$ cat src/rtl/sysctl_pkg.sv
package sysctl_pkg;

    localparam int DATA_W = 32;

    // register index assignment
    localparam int IX_STAT  = 0;
    localparam int IX_CTRL  = 1;
    localparam int IX_FPST  = 2;
    localparam int IX_FPEX  = 3;
    localparam int IX_CPAC  = 4;
    localparam int IX_ITSPL = 5;
    localparam int IX_TLBT  = 6;
    localparam int IX_MED0  = 7;
    localparam int IX_MED1  = 8;
    localparam int IX_MPID  = 9;
    localparam int IX_FPID  = 10;
    localparam int IX_MBOX  = 11;

    // status word fields decoded by neighbouring logic
    localparam int          ST_JBIT     = 24;
    localparam int          ST_TBIT     = 5;
    localparam logic [4:0]  ST_MODE_USR = 5'b10000;

    // control word fields
    localparam int                 CT_NMFI  = 27;
    localparam int                 CT_EE    = 25;
    localparam int                 CT_HIVEC = 13;
    localparam logic [DATA_W-1:0]  CT_FIXED = 32'h00C0_0070;

    typedef enum logic [1:0] {
        RSP_NONE,
        RSP_READ,
        RSP_WRITE,
        RSP_FAULT
    } rsp_state_e;

    typedef struct packed {
        logic [DATA_W-1:0] stat;
        logic [DATA_W-1:0] ctrl;
        logic [DATA_W-1:0] fpst;
        logic [DATA_W-1:0] fpex;
        logic [DATA_W-1:0] cpac;
        logic              mbox;
    } ctl_regs_t;

endpackage

$ cat src/rtl/sysctl_access_fsm.sv
module sysctl_access_fsm
    import sysctl_pkg::*;
#(
    parameter int IDX_W    = 4,
    parameter int UNIMP_LO = 12,
    parameter int UNIMP_HI = 15
) (
    input  logic             clk,
    input  logic             rst_n,
    input  logic             req_valid,
    input  logic             req_write,
    input  logic [IDX_W-1:0] req_index,
    output logic             fault_hit,
    output logic             acc_rd,
    output logic             acc_wr,
    output logic             rsp_valid,
    output logic             rsp_err
);

    rsp_state_e state_q, state_d;
    logic       in_window;

    always_comb begin
        in_window = (int'(req_index) >= UNIMP_LO) && (int'(req_index) <= UNIMP_HI);
        fault_hit = req_valid && in_window;
        acc_wr    = req_valid && !in_window && req_write;
        acc_rd    = req_valid && !in_window && !req_write;
    end

    always_comb begin
        if (fault_hit)   state_d = RSP_FAULT;
        else if (acc_wr) state_d = RSP_WRITE;
        else if (acc_rd) state_d = RSP_READ;
        else             state_d = RSP_NONE;
    end

    always_ff @(posedge clk) begin
        if (!rst_n) state_q <= RSP_NONE;
        else        state_q <= state_d;
    end

    always_comb begin
        rsp_valid = 1'b0;
        rsp_err   = 1'b0;
        unique case (state_q)
            RSP_NONE:  ;
            RSP_READ:  rsp_valid = 1'b1;
            RSP_WRITE: rsp_valid = 1'b1;
            RSP_FAULT: begin
                rsp_valid = 1'b1;
                rsp_err   = 1'b1;
            end
            default:   ;
        endcase
    end

    // a hit on the unimplemented window answers with an error next cycle
    a_r10_fault_answers: assert property (@(posedge clk) disable iff (!rst_n)
        fault_hit |=> rsp_err);

    // error lasts a single cycle unless a new fault request arrives
    a_r10_err_one_cycle: assert property (@(posedge clk) disable iff (!rst_n)
        (rsp_err && !fault_hit) |=> !rsp_err);

    // every request gets a response the following cycle
    a_r11_resp_follows: assert property (@(posedge clk) disable iff (!rst_n)
        req_valid |=> rsp_valid);

    // no request, no response
    a_r11_idle_quiet: assert property (@(posedge clk) disable iff (!rst_n)
        !req_valid |=> !rsp_valid);

endmodule

$ cat src/rtl/sysctl_wr_merge.sv
module sysctl_wr_merge
    import sysctl_pkg::*;
#(
    parameter int                IDX_W     = 4,
    parameter logic [DATA_W-1:0] FPST_MASK = 32'hFFF7_009F,
    parameter logic [DATA_W-1:0] FPEX_MASK = 32'h6000_0000,
    parameter logic [DATA_W-1:0] CPAC_KEEP = 32'h80F0_0000
) (
    input  logic              wr_en,
    input  logic [IDX_W-1:0]  idx,
    input  logic [DATA_W-1:0] wdata,
    input  ctl_regs_t         cur,
    output ctl_regs_t         nxt
);

    always_comb begin
        nxt = cur;
        if (wr_en) begin
            case (int'(idx))
                IX_STAT: nxt.stat = wdata;
                IX_CTRL: begin
                    nxt.ctrl          = wdata;
                    nxt.ctrl[CT_NMFI] = cur.ctrl[CT_NMFI];
                end
                IX_FPST: nxt.fpst = (wdata & FPST_MASK) | (cur.fpst & ~FPST_MASK);
                IX_FPEX: nxt.fpex = (wdata & FPEX_MASK) | (cur.fpex & ~FPEX_MASK);
                IX_CPAC: nxt.cpac = wdata & CPAC_KEEP;
                IX_ITSPL: begin
                    nxt.stat[26:25] = wdata[1:0];
                    nxt.stat[15:10] = wdata[7:2];
                end
                IX_MBOX: nxt.mbox = wdata[0];
                default: ;
            endcase
        end
    end

endmodule

$ cat src/rtl/sysctl_rd_mux.sv
module sysctl_rd_mux
    import sysctl_pkg::*;
#(
    parameter int                IDX_W   = 4,
    parameter logic [DATA_W-1:0] ID_TLBT = 32'h0000_0001,
    parameter logic [DATA_W-1:0] ID_MED0 = 32'h1011_1222,
    parameter logic [DATA_W-1:0] ID_MED1 = 32'h1111_1111,
    parameter logic [DATA_W-1:0] ID_MPID = 32'h0000_0000,
    parameter logic [DATA_W-1:0] ID_FPID = 32'h0003_30A1
) (
    input  logic              rd_en,
    input  logic [IDX_W-1:0]  idx,
    input  logic [1:0]        pc_state,
    input  ctl_regs_t         cur,
    output logic [DATA_W-1:0] rdata
);

    always_comb begin
        rdata = '0;
        if (rd_en) begin
            case (int'(idx))
                IX_STAT: begin
                    rdata          = cur.stat;
                    rdata[ST_JBIT] = pc_state[1];
                    rdata[ST_TBIT] = pc_state[0];
                end
                IX_CTRL: rdata = cur.ctrl;
                IX_FPST: rdata = cur.fpst;
                IX_FPEX: rdata = cur.fpex;
                IX_CPAC: rdata = cur.cpac;
                IX_TLBT: rdata = ID_TLBT;
                IX_MED0: rdata = ID_MED0;
                IX_MED1: rdata = ID_MED1;
                IX_MPID: rdata = ID_MPID;
                IX_FPID: rdata = ID_FPID;
                IX_MBOX: rdata = {{(DATA_W-1){1'b0}}, cur.mbox};
                default: rdata = '0;
            endcase
        end
    end

endmodule

$ cat src/rtl/sysctl_regfile.sv
module sysctl_regfile
    import sysctl_pkg::*;
#(
    parameter int                IDX_W     = 4,
    parameter int                UNIMP_LO  = 12,
    parameter int                UNIMP_HI  = 15,
    parameter logic [DATA_W-1:0] FPST_MASK = 32'hFFF7_009F
) (
    input  logic              clk,
    input  logic              rst_n,
    input  logic [2:0]        cfg_boot,
    input  logic [1:0]        pc_state,
    input  logic              req_valid,
    input  logic              req_write,
    input  logic [IDX_W-1:0]  req_index,
    input  logic [DATA_W-1:0] req_wdata,
    output logic              rsp_valid,
    output logic              rsp_err,
    output logic [DATA_W-1:0] rsp_rdata
);

    localparam logic [DATA_W-1:0] FPEX_MASK = 32'h6000_0000;
    localparam logic [DATA_W-1:0] CPAC_KEEP = 32'h80F0_0000;

    ctl_regs_t         regs_q, regs_d, regs_rst;
    logic              fault_hit, acc_rd, acc_wr;
    logic [DATA_W-1:0] rd_val, rdata_q;

    sysctl_access_fsm #(
        .IDX_W    (IDX_W),
        .UNIMP_LO (UNIMP_LO),
        .UNIMP_HI (UNIMP_HI)
    ) u_fsm (
        .clk       (clk),
        .rst_n     (rst_n),
        .req_valid (req_valid),
        .req_write (req_write),
        .req_index (req_index),
        .fault_hit (fault_hit),
        .acc_rd    (acc_rd),
        .acc_wr    (acc_wr),
        .rsp_valid (rsp_valid),
        .rsp_err   (rsp_err)
    );

    sysctl_wr_merge #(
        .IDX_W     (IDX_W),
        .FPST_MASK (FPST_MASK),
        .FPEX_MASK (FPEX_MASK),
        .CPAC_KEEP (CPAC_KEEP)
    ) u_merge (
        .wr_en (acc_wr),
        .idx   (req_index),
        .wdata (req_wdata),
        .cur   (regs_q),
        .nxt   (regs_d)
    );

    sysctl_rd_mux #(
        .IDX_W (IDX_W)
    ) u_rdmux (
        .rd_en    (acc_rd),
        .idx      (req_index),
        .pc_state (pc_state),
        .cur      (regs_q),
        .rdata    (rd_val)
    );

    always_comb begin
        regs_rst               = '0;
        regs_rst.stat[4:0]     = ST_MODE_USR;
        regs_rst.ctrl          = CT_FIXED;
        regs_rst.ctrl[CT_HIVEC] = cfg_boot[0];
        regs_rst.ctrl[CT_EE]   = cfg_boot[1];
        regs_rst.ctrl[CT_NMFI] = cfg_boot[2];
        regs_rst.mbox          = 1'b1;
    end

    always_ff @(posedge clk) begin
        if (!rst_n) begin
            regs_q  <= regs_rst;
            rdata_q <= '0;
        end else begin
            regs_q  <= regs_d;
            rdata_q <= rd_val;
        end
    end

    assign rsp_rdata = rdata_q;

    // the protected control bit only changes under reset
    a_r3_nmfi_hold: assert property (@(posedge clk) disable iff (!rst_n)
        $past(rst_n) |-> $stable(regs_q.ctrl[CT_NMFI]));

    // exception word bits outside 30:29 never move after reset
    a_r5_fpex_rest_hold: assert property (@(posedge clk) disable iff (!rst_n)
        $past(rst_n) |-> ($stable(regs_q.fpex[28:0]) && $stable(regs_q.fpex[31])));

    // access word holds nothing outside its kept fields
    a_r6_cpac_clean: assert property (@(posedge clk) disable iff (!rst_n)
        $past(rst_n) |-> ((regs_q.cpac & ~CPAC_KEEP) == '0));

    // an unimplemented access leaves every register untouched
    a_r10_no_side_effect: assert property (@(posedge clk) disable iff (!rst_n)
        ($past(rst_n) && $past(fault_hit)) |-> (regs_q == $past(regs_q)));

    // responses other than reads carry zero data
    a_r11_write_zero_data: assert property (@(posedge clk) disable iff (!rst_n)
        (acc_wr || fault_hit) |=> (rsp_rdata == '0));

endmodule

$ cat config.mk
export PLATFORM = sky130hd
export DESIGN_NAME = sysctl_regfile
export DESIGN_NICKNAME = d
export VERILOG_FILES = /design/src/rtl/sysctl_pkg.sv /design/src/rtl/sysctl_access_fsm.sv /design/src/rtl/sysctl_wr_merge.sv /design/src/rtl/sysctl_rd_mux.sv /design/src/rtl/sysctl_regfile.sv
export SDC_FILE = /design/constraint.sdc
export NUM_CORES = 1
export LEC_CHECK = 0
export CORE_MARGIN = 2
export CORE_UTILIZATION = 45
export DETAILED_ROUTE_END_ITERATION = 6
export PLACE_DENSITY = 0.81
export SLEW_MARGIN = 20
export SYNTH_ARGS = -nofsm -noshare
export SYNTH_HDL_FRONTEND = slang
export SYNTH_SLANG_ARGS = --single-unit
$ cat constraint.sdc
create_clock -name clk -period 1.3 [get_ports clk]
set_input_delay 0.195 -clock clk [delete_from_list [all_inputs] [get_ports clk]]
set_output_delay 0.195 -clock clk [all_outputs]
set_load 0.05 [all_outputs]
# Yosys cells after proc, flatten, opt, wreduce, memory -nomap -nowiden
# Index checks and enable logic that the tools add are counted.
# W data, S select, Z words.
dict set report word_totals {
  ff_bits 168
  inputBits 45
  output_inout_bits 34
  elab_cells 62
}
dict set report op_classes {
  n_lt_le_gt_ge 1
  n_eq_ne 15
  n_mux 15
  bitwise_logic 2
  n_reduce_logical 18
}
# op count
set op_table {}
lappend op_table {{$pmux W32 S10} 1}
lappend op_table {{$mux W125} 2}
lappend op_table {{$mux W32} 3}
lappend op_table {{$or A31 B32 Y32} 1}
lappend op_table {{$or A32 B20 Y32} 1}
lappend op_table {{$mux W27} 1}
lappend op_table {{$reduce_and A2 Y1} 9}
lappend op_table {{$eq A4 B3 Y1 const B} 4}
lappend op_table {{$eq A4 B4 Y1 const B} 3}
lappend op_table {{$pmux W6 S2} 1}
lappend op_table {{$eq A4 B2 Y1 const B} 2}
lappend op_table {{$eq A2 B2 Y1 const B} 2}
lappend op_table {{$eq A4 B1 Y1 const B} 1}
lappend op_table {{$ge A4 B4 Y1 const B} 1}
lappend op_table {{$logic_and A1 B1 Y1} 4}
lappend op_table {{$logic_not A4 Y1} 1}
lappend op_table {{$mux W1} 4}
lappend op_table {{$mux W2} 2}
lappend op_table {{$ne A2 B1 Y1 const B} 2}
lappend op_table {{$pmux W2 S2} 1}
lappend op_table {{$reduce_or A3 Y1} 1}
lappend op_table {{$eq A2 B1 Y1 const B} 1}
lappend op_table {{$logic_not A1 Y1} 2}
lappend op_table {{$reduce_bool A2 Y1} 1}

# Longest topological paths before layout
# Gate-level depths: netlist of the first run.
dict set report logic_depth {
  ltp_word 7
  mapped_depth 6
  ltp_nobuf 3
}

# Cells and area by module
# A second synthesis of the first run with hierarchy kept.
dict set report hier_totals {
  cells_unflattened 864
  area_unflattened_um2 8903.5
}
# module instances cells_each area_per_inst_um2 seq_area_each_um2
set by_module_without_submodules {}
lappend by_module_without_submodules {sysctl_regfile 1 407 5320.1 3863.7}
lappend by_module_without_submodules {sysctl_wr_merge 1 215 1773.0 0.0}
lappend by_module_without_submodules {sysctl_rd_mux 1 230 1714.1 0.0}
lappend by_module_without_submodules {sysctl_access_fsm 1 12 96.3 40.0}

# Worst setup path after synthesis of the first run
# Ideal clock, no wire load.
dict set report synth_timing {
  kind {input to register}
  from {input req_index[2]}
  to {register regs_q[110] in the netlist's numbering (enable)}
  setup_ns 0.297
  arrival_ns 0.961
  path_slack_ns 0.042
  stages 5
  path_buffers 2
  path_cell_list {buf_4 > and4bb_2 > buf_4 > nand2_1 > nand2_1}
}
dict set report synth_between {
  elab_chain_len 6
}
# element line
set synth_rtl {}
lappend synth_rtl {{start: declaration} sysctl_regfile.sv:15} ;# input logic [IDX_W-1:0] req_index,
lappend synth_rtl {{$ge A4 B4 Y1} sysctl_access_fsm.sv:24} ;# in_window = (int'(req_index) >= UNIMP_LO) && (int'(req_index) <= UNIMP_HI);
lappend synth_rtl {{$logic_not A1 Y1} sysctl_access_fsm.sv:26} ;# acc_wr = req_valid && !in_window && req_write;
lappend synth_rtl {{$logic_and A1 B1 Y1 (2 in a row)} sysctl_access_fsm.sv:26}
lappend synth_rtl {{$ne A2 B1 Y1 (no line)} --}
lappend synth_rtl {{$reduce_and A2 Y1 (no line) *} --}
lappend synth_rtl {{end signal: assignment} sysctl_regfile.sv:81} ;# regs_q <= regs_rst;
lappend synth_rtl {{end signal: assignment} sysctl_regfile.sv:84} ;# regs_q <= regs_d;
lappend synth_rtl {{end: declaration} sysctl_regfile.sv:25} ;# ctl_regs_t regs_q, regs_d, regs_rst;
# Every way passes the cells marked *; elsewhere a longest branch is shown, timed or not.
# A chain may end at the register's enable or synchronous reset.

# Worst setup path after layout of the first run
dict set report layout_timing {
  from {register u_fsm.state_q[0]}
  to {output rsp_valid}
}
dict set report layout_between {
  elab_chain_len 3
}
# element line
set layout_rtl {}
lappend layout_rtl {{start: declaration} sysctl_access_fsm.sv:20} ;# rsp_state_e state_q, state_d;
lappend layout_rtl {{start signal: assignment} sysctl_access_fsm.sv:39} ;# else state_q <= state_d;
lappend layout_rtl {{$eq A2 B1 Y1 or $eq A2 B2 Y1 (tied branches)} sysctl_access_fsm.sv:45} ;# unique case (state_q)
lappend layout_rtl {{$reduce_or A3 Y1 (no line) *} --}
lappend layout_rtl {{$mux W1 *} sysctl_access_fsm.sv:45}
lappend layout_rtl {{end: declaration} sysctl_regfile.sv:17} ;# output logic rsp_valid,
# Marked as above.

==> results of run 1 <==
-- power groups by stage --
| stage | combinational [W] | clock [W] | sequential [W] |
|---|---|---|---|
| 2_1_floorplan | 0.000433 | 0 | 0.00400 |
| 3_3_place_gp | 0.000918 | 0 | 0.00399 |
| 3_5_place_dp | 0.000941 | 0 | 0.00399 |
| 4_1_cts | 0.000971 | 0.00484 | 0.00391 |
| 5_1_grt | 0.00111 | 0.00503 | 0.00391 |
| 6_report | 0.00107 | 0.00484 | 0.00391 |
-- registers in the layout, summed over array words and instances (netlist names) --
signal         count
regs_q            91
rsp_rdata         32
u_fsm.state_q      2
-- repair_timing --
item	CTS	global route
setup buffers	2	3
pin swaps	1	4
cloned	0	7
resized for setup	16	38
endpoints found under the setup margin	53	97
-- tightest hold or removal path, delay by kind of cell --
family | cells | cell delay [ps]
buf+inv | 2 | 360
simple gates | 1 | 60
-- per-layer routing --
metal / routed length [um] / share of wire (%) / GRT usage (%)
met3: 1749 / 9.4 / 6.009
met5: 0 / 0 / 0
met4: 730 / 3.9 / 13.98
met2: 9153 / 49 / 44.24
met1: 6925 / 37 / 31.11
-- placed cells by master, fill, tap and decap left out, drive strengths merged, types with 2 or more instances in the layout --
cell type      synthesis  final
clkinv                 0      4
clkbuf                25     29
nand2b                 4      4
buf                   38    118
edfxtp                 3      3
dlymetal6s2s           0      4
and2                   5      5
o2bb2ai                2      2
nand4                  2      2
or2                    4      4
mux2i                 20     20
mux2                  13     13
a22oi                  2      2
nor3b                  7      7
nand3                 85     85
inv                    4      4
o211ai                 2      2
o21ai                 99     99
a211oi                 9      9
and4bb                 3      3
dfxtp                122    122
nor2                  19     19
nand4bb                3      3
nor2b                 12     12
clkdlybuf4s50          0     37
nand2                 17     17
nor3                   4      4
dlygate4sd2            0      2
a2bb2oi                6      6
and3b                 15     15
bufinv                 0      3
mux4                   2      2
a21oi                 98     98
-- metrics by stage --
stage | utilization [%] | hold slack (ps) | worst slack (ps) | TNS, ps | total power (W)
final | 67.97 | 225.4 | -14.28 | -22.26 | 0.009822
after global placement | 59.90 | 452.3 | -423.4 | -47400 | 0.004906
after detailed placement | 59.90 | 466.0 | -497.8 | -53120 | 0.004932
after global routing | 67.97 | 235.1 | -43.06 | -78.56 | 0.01006
after floorplan | - | 283.8 | 41.57 | 0 | 0.004432
after CTS | 65.47 | 355.5 | -24.03 | -24.03 | 0.009720
-- cells by family (layout without fill, tap and decap cells) --
group | count (synthesis) | count (layout) | synth area share, %
compound gates | 223 | 223 | 22.38
mux | 35 | 35 | 7.069
xor+xnor | 1 | 1 | 0.2937
simple gates | 182 | 182 | 18.61
buf+inv | 67 | 201 | 5.939
flops | 125 | 125 | 45.71
other cells | 0 | 1 | 0
-- worst min-delay path by stage --
stage	slack, ps	end	depth (start not counted)	from
floorplan	280	u_fsm.state_q[0]	1	req_write
CTS	360	regs_q[148]	3	req_wdata[19]
detailed placement	470	regs_q[129]	2	regs_q[129]
global route	240	regs_q[101]	3	rst_n
finish	230	regs_q[133]	3	rst_n
global placement	450	regs_q[133]	2	regs_q[133]
-- final cells by class --
cell class,instances,area (um2)
Clock inverter,7,110.1
Sequential cell,125,2534
Timing Repair Buffer,166,2037
Inverter,4,15.01
Clock buffer,24,491.7
Multi-Input combinational cell,441,2790
Tap cell,147,183.9
Antenna cell,1,2.502
Fill cell,846,3847
==> impl_metrics.ini, run 1 <==
[global_route]
grt_max_degree = 39
grt_pass1_vias = 5455
antenna_found_initial = 1
grt_pass1_wl_mm = 27.01
grt_use_total_pct = 26.23
gr-total-overflow = 0

[final_layout]
area_delta_synth_final_pct = 47.36
stdcell_count = 915
final_nets = 800
fin_area_um2 = 8164
drive_above_1_share_pct = 25.55

[worst_setup_path]
crit_type = reg2out
cp_max_fo = 2
r2r_setup_slack_ps = 140
r2r_end = rsp_rdata[13]
max_stage_delay_ps = 310
startpoint_type = register
slowest_stage = dfxtp_2
path_buf_inv = 1
r2r_cells = 3
path_depth = 2
setup.worst_path.end_class = output port
cp_top_family = flip-flops
regToRegStartpoint = regs_q[110]
worst_ep_arrival_time_ps = 1120
required_ps = 1110
endpoint = rsp_valid
path_cells = or2_4, buf_8
crit_path_start = u_fsm.state_q[0]

[floorplan]
chipWidth_um = 115.0
ioPinCount = 79
initial_utilization_pct = 46.13
dieArea_um2 = 13220
fp.coreArea_um2 = 12010
num_rows = 40
die_h_um = 115.0

[drt]
postRouteWirelength_mm = 18.56
routedWlPerCell_um = 20.28
ant_nets = 0
drc = 0
drtIter0Drc = 739
vias = 5671
drt-vias-per-instance = 6.198
drt_pass1_iterations = 6

[timing]
hold_viol_final = 0
maxSlewViolCount = 0
fin_ws_ps = -14.28
finClkSkew_ps = 5.592
finalCritPeriodShare_pct = 101.1
max_freq_mhz = 760.9
rsz0062_at_grt = true
slew-limit-headroom_pct = 71.51
fin_crit_ps = 1314
tightestPinTransition_ps = 427.3
setup_viol = 2

[min_path]
hp-class = in2reg

[placed_design]
gp_congestion = 0.8754
hpwlAfterDp_mm = 11.36
place_inst = 871
port_buffers = 78
place_area_um2 = 7194

[synthesis]
synth_edf_count = 3
synth_cell_types = 47
synth_common_cells = dfxtp_1, a21oi_1, nand3_1
yosysTopAreaCellShare_pct = 44.08
ys_warn_count = 0
ys.flop_type = dfxtp_1
post_synth_inst_count = 633
ys_seq_area_share_pct = 45.71
avgSynthCellArea_um2 = 8.752
synth_area_um2 = 5540
synth_top_area_cell = dfxtp_1
yosys-top-cells-area = dfxtp_1, a21oi_1, nand3_1
synth_nets = 678
post-synth-top-count-cell = dfxtp_1
synth_seq_cells = 125
async_flop_share_pct = 0

[clock_tree]
clock_sinks = 125
insertion_delay_ps = 420
clockRootBuffer = clkbuf_16
cts_inserted_buffers = 17
clkSlewWorstSetupHoldPaths_ps = 50
h-tree-depth = 4
cts_buffer_depth = 2
cts_tree = done
cts_hold_buffers = 0

[power_and_ir_drop]
clkPwrFrac_pct = 49.3
switching_share_pct = 22.98
comb_power_share_pct = 10.9
power.leakage_nw = 2.997
ir_drop_v = 0.001141
power.internal_w = 0.007565
switching_power_w = 0.002257
p_seq_share_pct = 39.8
p_per_area_nw_per_um2 = 1203

[job]
drv_cap = 0

[status]
status = complete, but fails checks
violations = setup timing
Note: power is estimated with default switching activity, not from simulation.
==> inputs of run 2 (changes only) <==
CTS_CLUSTER_SIZE = 28   (was default)
==> results of run 2 <==
No change in the layout: final DEF, timing and power equal those of run 1.
